--- src/rtl/sdram_init_pkg.sv ---
package sdram_init_pkg;

  typedef enum logic [1:0] {
    ST_IDLE   = 2'd0,
    ST_SETTLE = 2'd1,
    ST_CMDS   = 2'd2,
    ST_DONE   = 2'd3
  } seq_state_e;

  typedef enum logic [1:0] {
    CMD_NOP  = 2'd0,
    CMD_LMR  = 2'd1,
    CMD_AREF = 2'd2,
    CMD_PALL = 2'd3
  } sd_cmd_e;

  localparam logic [31:0] KEEP_MASK   = 32'h8000_F9FF;
  localparam logic [31:0] EN_FLAG     = 32'h8000_0000;
  localparam logic [31:0] REF_OFF     = 32'h0000_C000;
  localparam int          CMD_LSB     = 9;
  localparam int          MODE_LSB    = 16;
  localparam int          SPEED_BIT   = 12;
  localparam int          WIDE_BIT    = 23;

  // CAS latency 2 decision from latency code and speed select
  function automatic logic cas_is_two(input logic [31:0] tword);
    logic fast;
    logic [1:0] code;
    fast = tword[SPEED_BIT];
    code = tword[1:0];
    return fast ? (code == 2'd0) : (code == 2'd1);
  endfunction

  // mode-register data for given latency and bus width
  function automatic logic [7:0] mode_field(input logic cl2, input logic wide);
    logic [7:0] full;
    full = cl2 ? 8'h40 : 8'h60;
    return wide ? full : (full >> 1);
  endfunction

  // command at a given table position (len = total table entries)
  function automatic sd_cmd_e step_cmd(input int idx, input int len);
    if (idx == 0)            return CMD_PALL;
    else if (idx % 2 == 1)   return CMD_NOP;
    else if (idx == len - 2) return CMD_LMR;
    else                     return CMD_AREF;
  endfunction

  function automatic logic [31:0] init_word(input logic [31:0] cfg,
                                            input logic [7:0]  mode,
                                            input sd_cmd_e     c);
    return (cfg & KEEP_MASK) | EN_FLAG | REF_OFF |
           (32'(mode) << MODE_LSB) | (32'(c) << CMD_LSB);
  endfunction

  function automatic logic [31:0] run_word(input logic [31:0] cfg);
    return (cfg & KEEP_MASK) | EN_FLAG;
  endfunction

endpackage

--- src/rtl/sdram_mode_calc.sv ---
module sdram_mode_calc
  import sdram_init_pkg::*;
(
  input  logic [31:0] timing_cfg,
  input  logic [31:0] bank_cfg,
  output logic        cas_two,
  output logic [7:0]  mode_val
);
  logic unused_bank_bits;

  assign cas_two          = cas_is_two(timing_cfg);
  assign mode_val         = mode_field(cas_two, bank_cfg[WIDE_BIT]);
  assign unused_bank_bits = ^{bank_cfg[31:WIDE_BIT+1], bank_cfg[WIDE_BIT-1:0]};
endmodule

--- src/rtl/sdram_settle_timer.sv ---
module sdram_settle_timer #(
  parameter int WAIT_CYCLES = 10000
) (
  input  logic clk,
  input  logic rst,
  input  logic load,
  input  logic run,
  output logic expired
);
  localparam int CNT_W = $clog2(WAIT_CYCLES + 1);

  logic [CNT_W-1:0] cnt_q;

  always_ff @(posedge clk) begin
    if (rst)                       cnt_q <= '0;
    else if (load)                 cnt_q <= CNT_W'(WAIT_CYCLES - 1);
    else if (run && cnt_q != '0)   cnt_q <= cnt_q - 1'b1;
  end

  assign expired = (cnt_q == '0);
endmodule

--- src/rtl/sdram_cmd_stepper.sv ---
module sdram_cmd_stepper
  import sdram_init_pkg::*;
#(
  parameter int NUM_REFRESH = 8,
  parameter int GAP_CYCLES  = 5
) (
  input  logic    clk,
  input  logic    rst,
  input  logic    load,
  input  logic    run,
  output sd_cmd_e cmd,
  output logic    last_step
);
  localparam int TABLE_LEN = 4 + 2 * NUM_REFRESH;
  localparam int IDX_W     = $clog2(TABLE_LEN);
  localparam int GAP_W     = $clog2(GAP_CYCLES + 1);

  logic [IDX_W-1:0] idx_q;
  logic [GAP_W-1:0] gap_q;
  logic             at_end;

  assign at_end    = (idx_q == IDX_W'(TABLE_LEN - 1));
  assign last_step = at_end && (gap_q == '0);
  assign cmd       = step_cmd(int'(idx_q), TABLE_LEN);

  always_ff @(posedge clk) begin
    if (rst) begin
      idx_q <= '0;
      gap_q <= '0;
    end else if (load) begin
      idx_q <= '0;
      gap_q <= GAP_W'(GAP_CYCLES - 1);
    end else if (run) begin
      if (gap_q != '0) begin
        gap_q <= gap_q - 1'b1;
      end else if (!at_end) begin
        idx_q <= idx_q + 1'b1;
        gap_q <= GAP_W'(GAP_CYCLES - 1);
      end
    end
  end
endmodule

--- src/rtl/sdram_powerup_seq.sv ---
module sdram_powerup_seq
  import sdram_init_pkg::*;
#(
  parameter int CLK_MHZ     = 50,
  parameter int SETTLE_US   = 200,
  parameter int GAP_CYCLES  = 5,
  parameter int NUM_REFRESH = 8
) (
  input  logic        clk,
  input  logic        rst,
  input  logic        start,
  input  logic [31:0] timing_cfg,
  input  logic [31:0] bank_cfg,
  output logic [31:0] timing_out,
  output logic [1:0]  cmd,
  output logic [7:0]  mode_data,
  output logic        sdram_en,
  output logic        refresh_off,
  output logic        busy,
  output logic        done
);
  localparam int WAIT_CYCLES = CLK_MHZ * SETTLE_US;

  seq_state_e  state_q, state_d;
  logic [31:0] tcfg_q;
  logic [7:0]  mode_q;
  logic [7:0]  mode_now;
  logic        cas_two_now;
  logic        timer_expired;
  logic        step_last;
  sd_cmd_e     step_code;

  // named event wires
  logic        launch;
  logic        settle_active;
  logic        cmds_active;
  logic        settle_end;
  logic        seq_finish;
  sd_cmd_e     cmd_now;

  assign settle_active = (state_q == ST_SETTLE);
  assign cmds_active   = (state_q == ST_CMDS);
  assign launch        = (state_q == ST_IDLE) && start;
  assign settle_end    = settle_active && timer_expired;
  assign seq_finish    = cmds_active && step_last;

  sdram_mode_calc u_mode (
    .timing_cfg (timing_cfg),
    .bank_cfg   (bank_cfg),
    .cas_two    (cas_two_now),
    .mode_val   (mode_now)
  );

  sdram_settle_timer #(.WAIT_CYCLES(WAIT_CYCLES)) u_timer (
    .clk     (clk),
    .rst     (rst),
    .load    (launch),
    .run     (settle_active),
    .expired (timer_expired)
  );

  sdram_cmd_stepper #(
    .NUM_REFRESH (NUM_REFRESH),
    .GAP_CYCLES  (GAP_CYCLES)
  ) u_step (
    .clk       (clk),
    .rst       (rst),
    .load      (settle_end),
    .run       (cmds_active),
    .cmd       (step_code),
    .last_step (step_last)
  );

  always_comb begin
    state_d = state_q;
    unique case (state_q)
      ST_IDLE:   if (start)      state_d = ST_SETTLE;
      ST_SETTLE: if (settle_end) state_d = ST_CMDS;
      ST_CMDS:   if (seq_finish) state_d = ST_DONE;
      ST_DONE:                   state_d = ST_DONE;
      default:                   state_d = ST_IDLE;
    endcase
  end

  always_ff @(posedge clk) begin
    if (rst) begin
      state_q <= ST_IDLE;
      tcfg_q  <= '0;
      mode_q  <= '0;
    end else begin
      state_q <= state_d;
      if (launch) begin
        tcfg_q <= timing_cfg;
        mode_q <= mode_now;
      end
    end
  end

  assign cmd_now = cmds_active ? step_code : CMD_NOP;

  always_comb begin
    unique case (state_q)
      ST_SETTLE, ST_CMDS: timing_out = init_word(tcfg_q, mode_q, cmd_now);
      ST_DONE:            timing_out = run_word(tcfg_q);
      default:            timing_out = '0;
    endcase
  end

  assign cmd         = cmd_now;
  assign mode_data   = timing_out[MODE_LSB +: 8];
  assign sdram_en    = (state_q != ST_IDLE);
  assign refresh_off = settle_active || cmds_active;
  assign busy        = settle_active || cmds_active;
  assign done        = (state_q == ST_DONE);
endmodule

--- config.mk ---
export PLATFORM = sky130hd
export DESIGN_NAME = sdram_powerup_seq
export DESIGN_NICKNAME = d
export VERILOG_FILES = /design/src/rtl/sdram_init_pkg.sv /design/src/rtl/sdram_mode_calc.sv /design/src/rtl/sdram_settle_timer.sv /design/src/rtl/sdram_cmd_stepper.sv /design/src/rtl/sdram_powerup_seq.sv
export SDC_FILE = /design/constraint.sdc
export NUM_CORES = 1
export LEC_CHECK = 0
export BUFFER_PORTS_ARGS = -buffer_cell sky130_fd_sc_hd__clkbuf_2
export CORE_UTILIZATION = 46
export DETAILED_ROUTE_END_ITERATION = 6
export PLACE_DENSITY = 0.84
export RECOVER_POWER = 50
export SYNTH_ARGS = -nofsm -noshare
export SYNTH_HDL_FRONTEND = slang
export SYNTH_SLANG_ARGS = --single-unit
--- constraint.sdc ---
create_clock -name clk -period 2.51 [get_ports clk]
set_input_delay 0.251 -clock clk [delete_from_list [all_inputs] [get_ports clk]]
set_output_delay 0.251 -clock clk [all_outputs]
set_load 0.01 [all_outputs]
==> flow_metrics.env <==
export IMPL_critPathLaunchType="register"
export IMPL_fin_crit_ns=2.36
export IMPL_drc=0
export IMPL_initial_core_util=0.479
export IMPL_path_clk_slew_ns=0.08
export IMPL_relSlewSlack=0.257
export IMPL_cts_hold_buffers=0
export IMPL_grt_pass1_vias=1838
export IMPL_layout_drive_gt1_share=0.203
export IMPL_drt_initial_drc_count=94
export IMPL_dr_pass1_iters=4
export IMPL_busiest_layer="met2"
export IMPL_clock_path_buffers=2
export IMPL_max_freq_mhz=424
export IMPL_netSwitchingFraction=0.394
export IMPL_synthFlopType="dfxtp_1"
export IMPL_rsz0062_at_grt="no"
export IMPL_reg2reg_slack_ns=0.15
export IMPL_tightest_slew_ns=1.11
export IMPL_dp_hpwl_mm=3.37
export IMPL_finalHoldViolations=0
export IMPL_clock_skew_ns=0.00323
export IMPL_synth_edf_count=0
export IMPL_async_flop_share=0
export IMPL_leakage_nw=1.08
export IMPL_io_buffers=46
export IMPL_switchingPower_mw=1.04
export IMPL_power_internal_mw=1.60
export IMPL_syn_to_final_growth_pct=13.6
export IMPL_design_core_area_mm2=0.00472
export IMPL_tritoncts="built"
export IMPL_power_frac_comb=0.438
export IMPL_cts_buffers=5
export IMPL_grtUsageTotal=0.192
export IMPL_use_met2=0.337
export IMPL_grtUsageMet1=0.221
export IMPL_regArea_um2=821
export IMPL_insertion_delay_ns=0.30
export IMPL_wl_mm=4.70
export IMPL_wl_per_cell_um=12.1
export IMPL_crit_family="simple AND/OR/NAND/NOR gates"
export IMPL_synth_top_area_cell="dfxtp_1"
export IMPL_crit_path_max_fanout=5
export IMPL_yosysSeqAreaShare=0.363
export IMPL_critical_path_cell_chain="inv_2, ha_1, or4b_4, or4_4, or3_2, a31oi_1"
export IMPL_cts_sinks=41
export IMPL_fin_crit_sh=0.941
export IMPL_grt_max_degree=36
export IMPL_status="complete, no violations"
export IMPL_synth_distinct_cells=45
export IMPL_antenna_found_initial=0
export IMPL_synth_cells=278
export IMPL_drv_cap=0
export IMPL_drv_slew=0
export IMPL_grt_ovfl_total=0
export IMPL_die_x_um=72.1
export IMPL_slowest_stage="or4_4"
export IMPL_diodes=0
export IMPL_setup_tns_ns=0
export IMPL_hp_class="in -> reg"
export IMPL_crit_required_ns=2.73
export IMPL_layout_cells_non_filler=387
export IMPL_yosys_top_cells_area="dfxtp_1, buf_4, a21oi_1, nand2_1, ha_1"
export IMPL_finalPower_mw=2.64
export IMPL_postRouteAntennaNets=0
export IMPL_place_inst=379
export IMPL_cts_root_buf="clkbuf_8"
export IMPL_cp_arrival_ns=2.58
export IMPL_synth_top_area_frac=0.363
export IMPL_die_area_mm2=0.00520
export IMPL_fillers=445
export IMPL_final_nets=396
export IMPL_irDropWorstVdd_mv=0.565
export IMPL_ios=113
export IMPL_syn_area_mm2=0.00226
export IMPL_yosysWarningCount=0
export IMPL_grtUsageMet3=0.0347
export IMPL_vias=1989
export IMPL_multi_input_area_mm2=0.00126
export IMPL_critical_path_class="reg -> reg"
export IMPL_via_per_inst=5.14
export IMPL_critPathBufInv=1
export IMPL_p_seq_frac=0.352
export IMPL_gp_congestion=0.837
export IMPL_syn_area_per_cell_um2=8.13
export IMPL_finalSetupViolCount=0
export IMPL_whs_ns=0.164
export IMPL_grt_pass1_wl_mm=7.80
export IMPL_ys_seq_elements=41
export IMPL_max_stage_delay_ns=0.52
export IMPL_clockPowerShare=0.210
export IMPL_power_density_mw_per_mm2=1030
export IMPL_end_kind="register"
export IMPL_fp_row_count=25
export IMPL_die_h_um=72.1
export IMPL_cts_max_level=2
## stage by stage
stage	cell area (um^2)	setup slack, ns	utilization
2_1_floorplan	2320	0.215	-
3_3_place_gp	2470	0.162	0.522
3_5_place_dp	2470	0.109	0.522
4_1_cts	2580	0.0936	0.547
5_1_grt	2570	0.0262	0.544
6_report	2570	0.149	0.544
## final cells by class
cell class / count / share of cell area
tap: 67 / 0.0326
multi-input combinational: 211 / 0.491
inverter: 9 / 0.0132
clock inverter: 1 / 0.0117
sequential: 41 / 0.320
timing repair buffer: 51 / 0.0989
clock buffer: 7 / 0.0336
## kinds of logic (layout without fill, tap and decap cells)
group	count (synthesis)	in the layout	share of synthesized area
simple gates	118	118	0.279
compound gates	57	57	0.158
buf+inv	42	68	0.106
flops	41	41	0.363
fa+ha+maj	10	10	0.0553
xor+xnor	6	6	0.0232
mux	3	3	0.0138
other cells	1	17	0.00166
## Yosys cell counts, types with 4 or more instances
library cell,number
o21ai_0,6
or4_1,4
clkbuf_1,10
a21oi_1,29
nor2_1,18
nand2b_1,4
and2_1,18
buf_4,22
or2_2,5
ha_1,10
nand2_1,38
a311oi_1,4
a31oi_1,6
or3_1,9
dfxtp_1,41
inv_1,9
## worst min-delay path, stage by stage
cell	delay [ns]
clkbuf_2	0.08
nand2_1	0.04
a21oi_1	0.05
## flip-flops by register name, summed over array words and instances (netlist names)
signal / flops
tcfg_q: 14
state_q: 2
u_timer.cnt_q: 14
u_step.gap_q: 3
mode_q: 3
u_step.idx_q: 5
## placed cells by master, fill, tap and decap left out, types with 2 or more instances in the layout
cell type | synthesis | layout
a31o_2 | 2 | 2
xor2_1 | 3 | 3
or4_1 | 4 | 4
conb_1 | 1 | 17
o21ai_0 | 6 | 6
or2_2 | 5 | 5
nor2_1 | 18 | 18
xnor2_1 | 3 | 3
o21a_1 | 2 | 2
and2_0 | 0 | 3
clkbuf_8 | 0 | 6
buf_4 | 22 | 5
or3_1 | 9 | 9
dfxtp_1 | 41 | 41
inv_1 | 9 | 8
nand2b_1 | 4 | 4
and2_1 | 18 | 15
nand2_1 | 38 | 38
ha_1 | 10 | 10
nor3_1 | 2 | 2
or3_2 | 3 | 3
a31oi_1 | 6 | 6
mux2i_1 | 2 | 2
nand4_1 | 2 | 2
clkbuf_1 | 10 | 12
nor4_1 | 3 | 3
a311oi_1 | 4 | 4
nor2b_1 | 2 | 2
a21oi_1 | 29 | 29
o31ai_1 | 2 | 2
clkbuf_2 | 0 | 35
nand3_1 | 2 | 2
## per-layer routing
layer,part of all wire,vias to the layer above
met1,0.44,916
li1,-,1003
met2,0.49,55
met3,0.045,15
met5,0,-
met4,0.029,0
## path summary, 6_finish.rpt
path / startpoint / end / cells past startpoint
worst max-delay path: state_q[1] / u_timer.cnt_q[9] / 6
worst min-delay path: timing_cfg[6] / tcfg_q[6] / 3
worst max register to register: state_q[1] / u_timer.cnt_q[9] / 6
worst min register to register: tcfg_q[0] / tcfg_q[0] / 2
## power by group through the flow
stage / combinational (mW) / clock (mW) / sequential [mW]
floorplan: 0.904 / 0 / 0.905
CTS: 1.18 / 0.564 / 0.925
global placement: 1.14 / 0 / 0.928
global route: 1.30 / 0.592 / 0.953
detailed placement: 1.17 / 0 / 0.937
finish: 1.16 / 0.554 / 0.929
## what timing repair did
item                                    CTS  global route
endpoints found under the setup margin    0             2
resized for setup                         0             1
setup buffers                             0             0
Note: power is estimated with default switching activity, not from simulation.
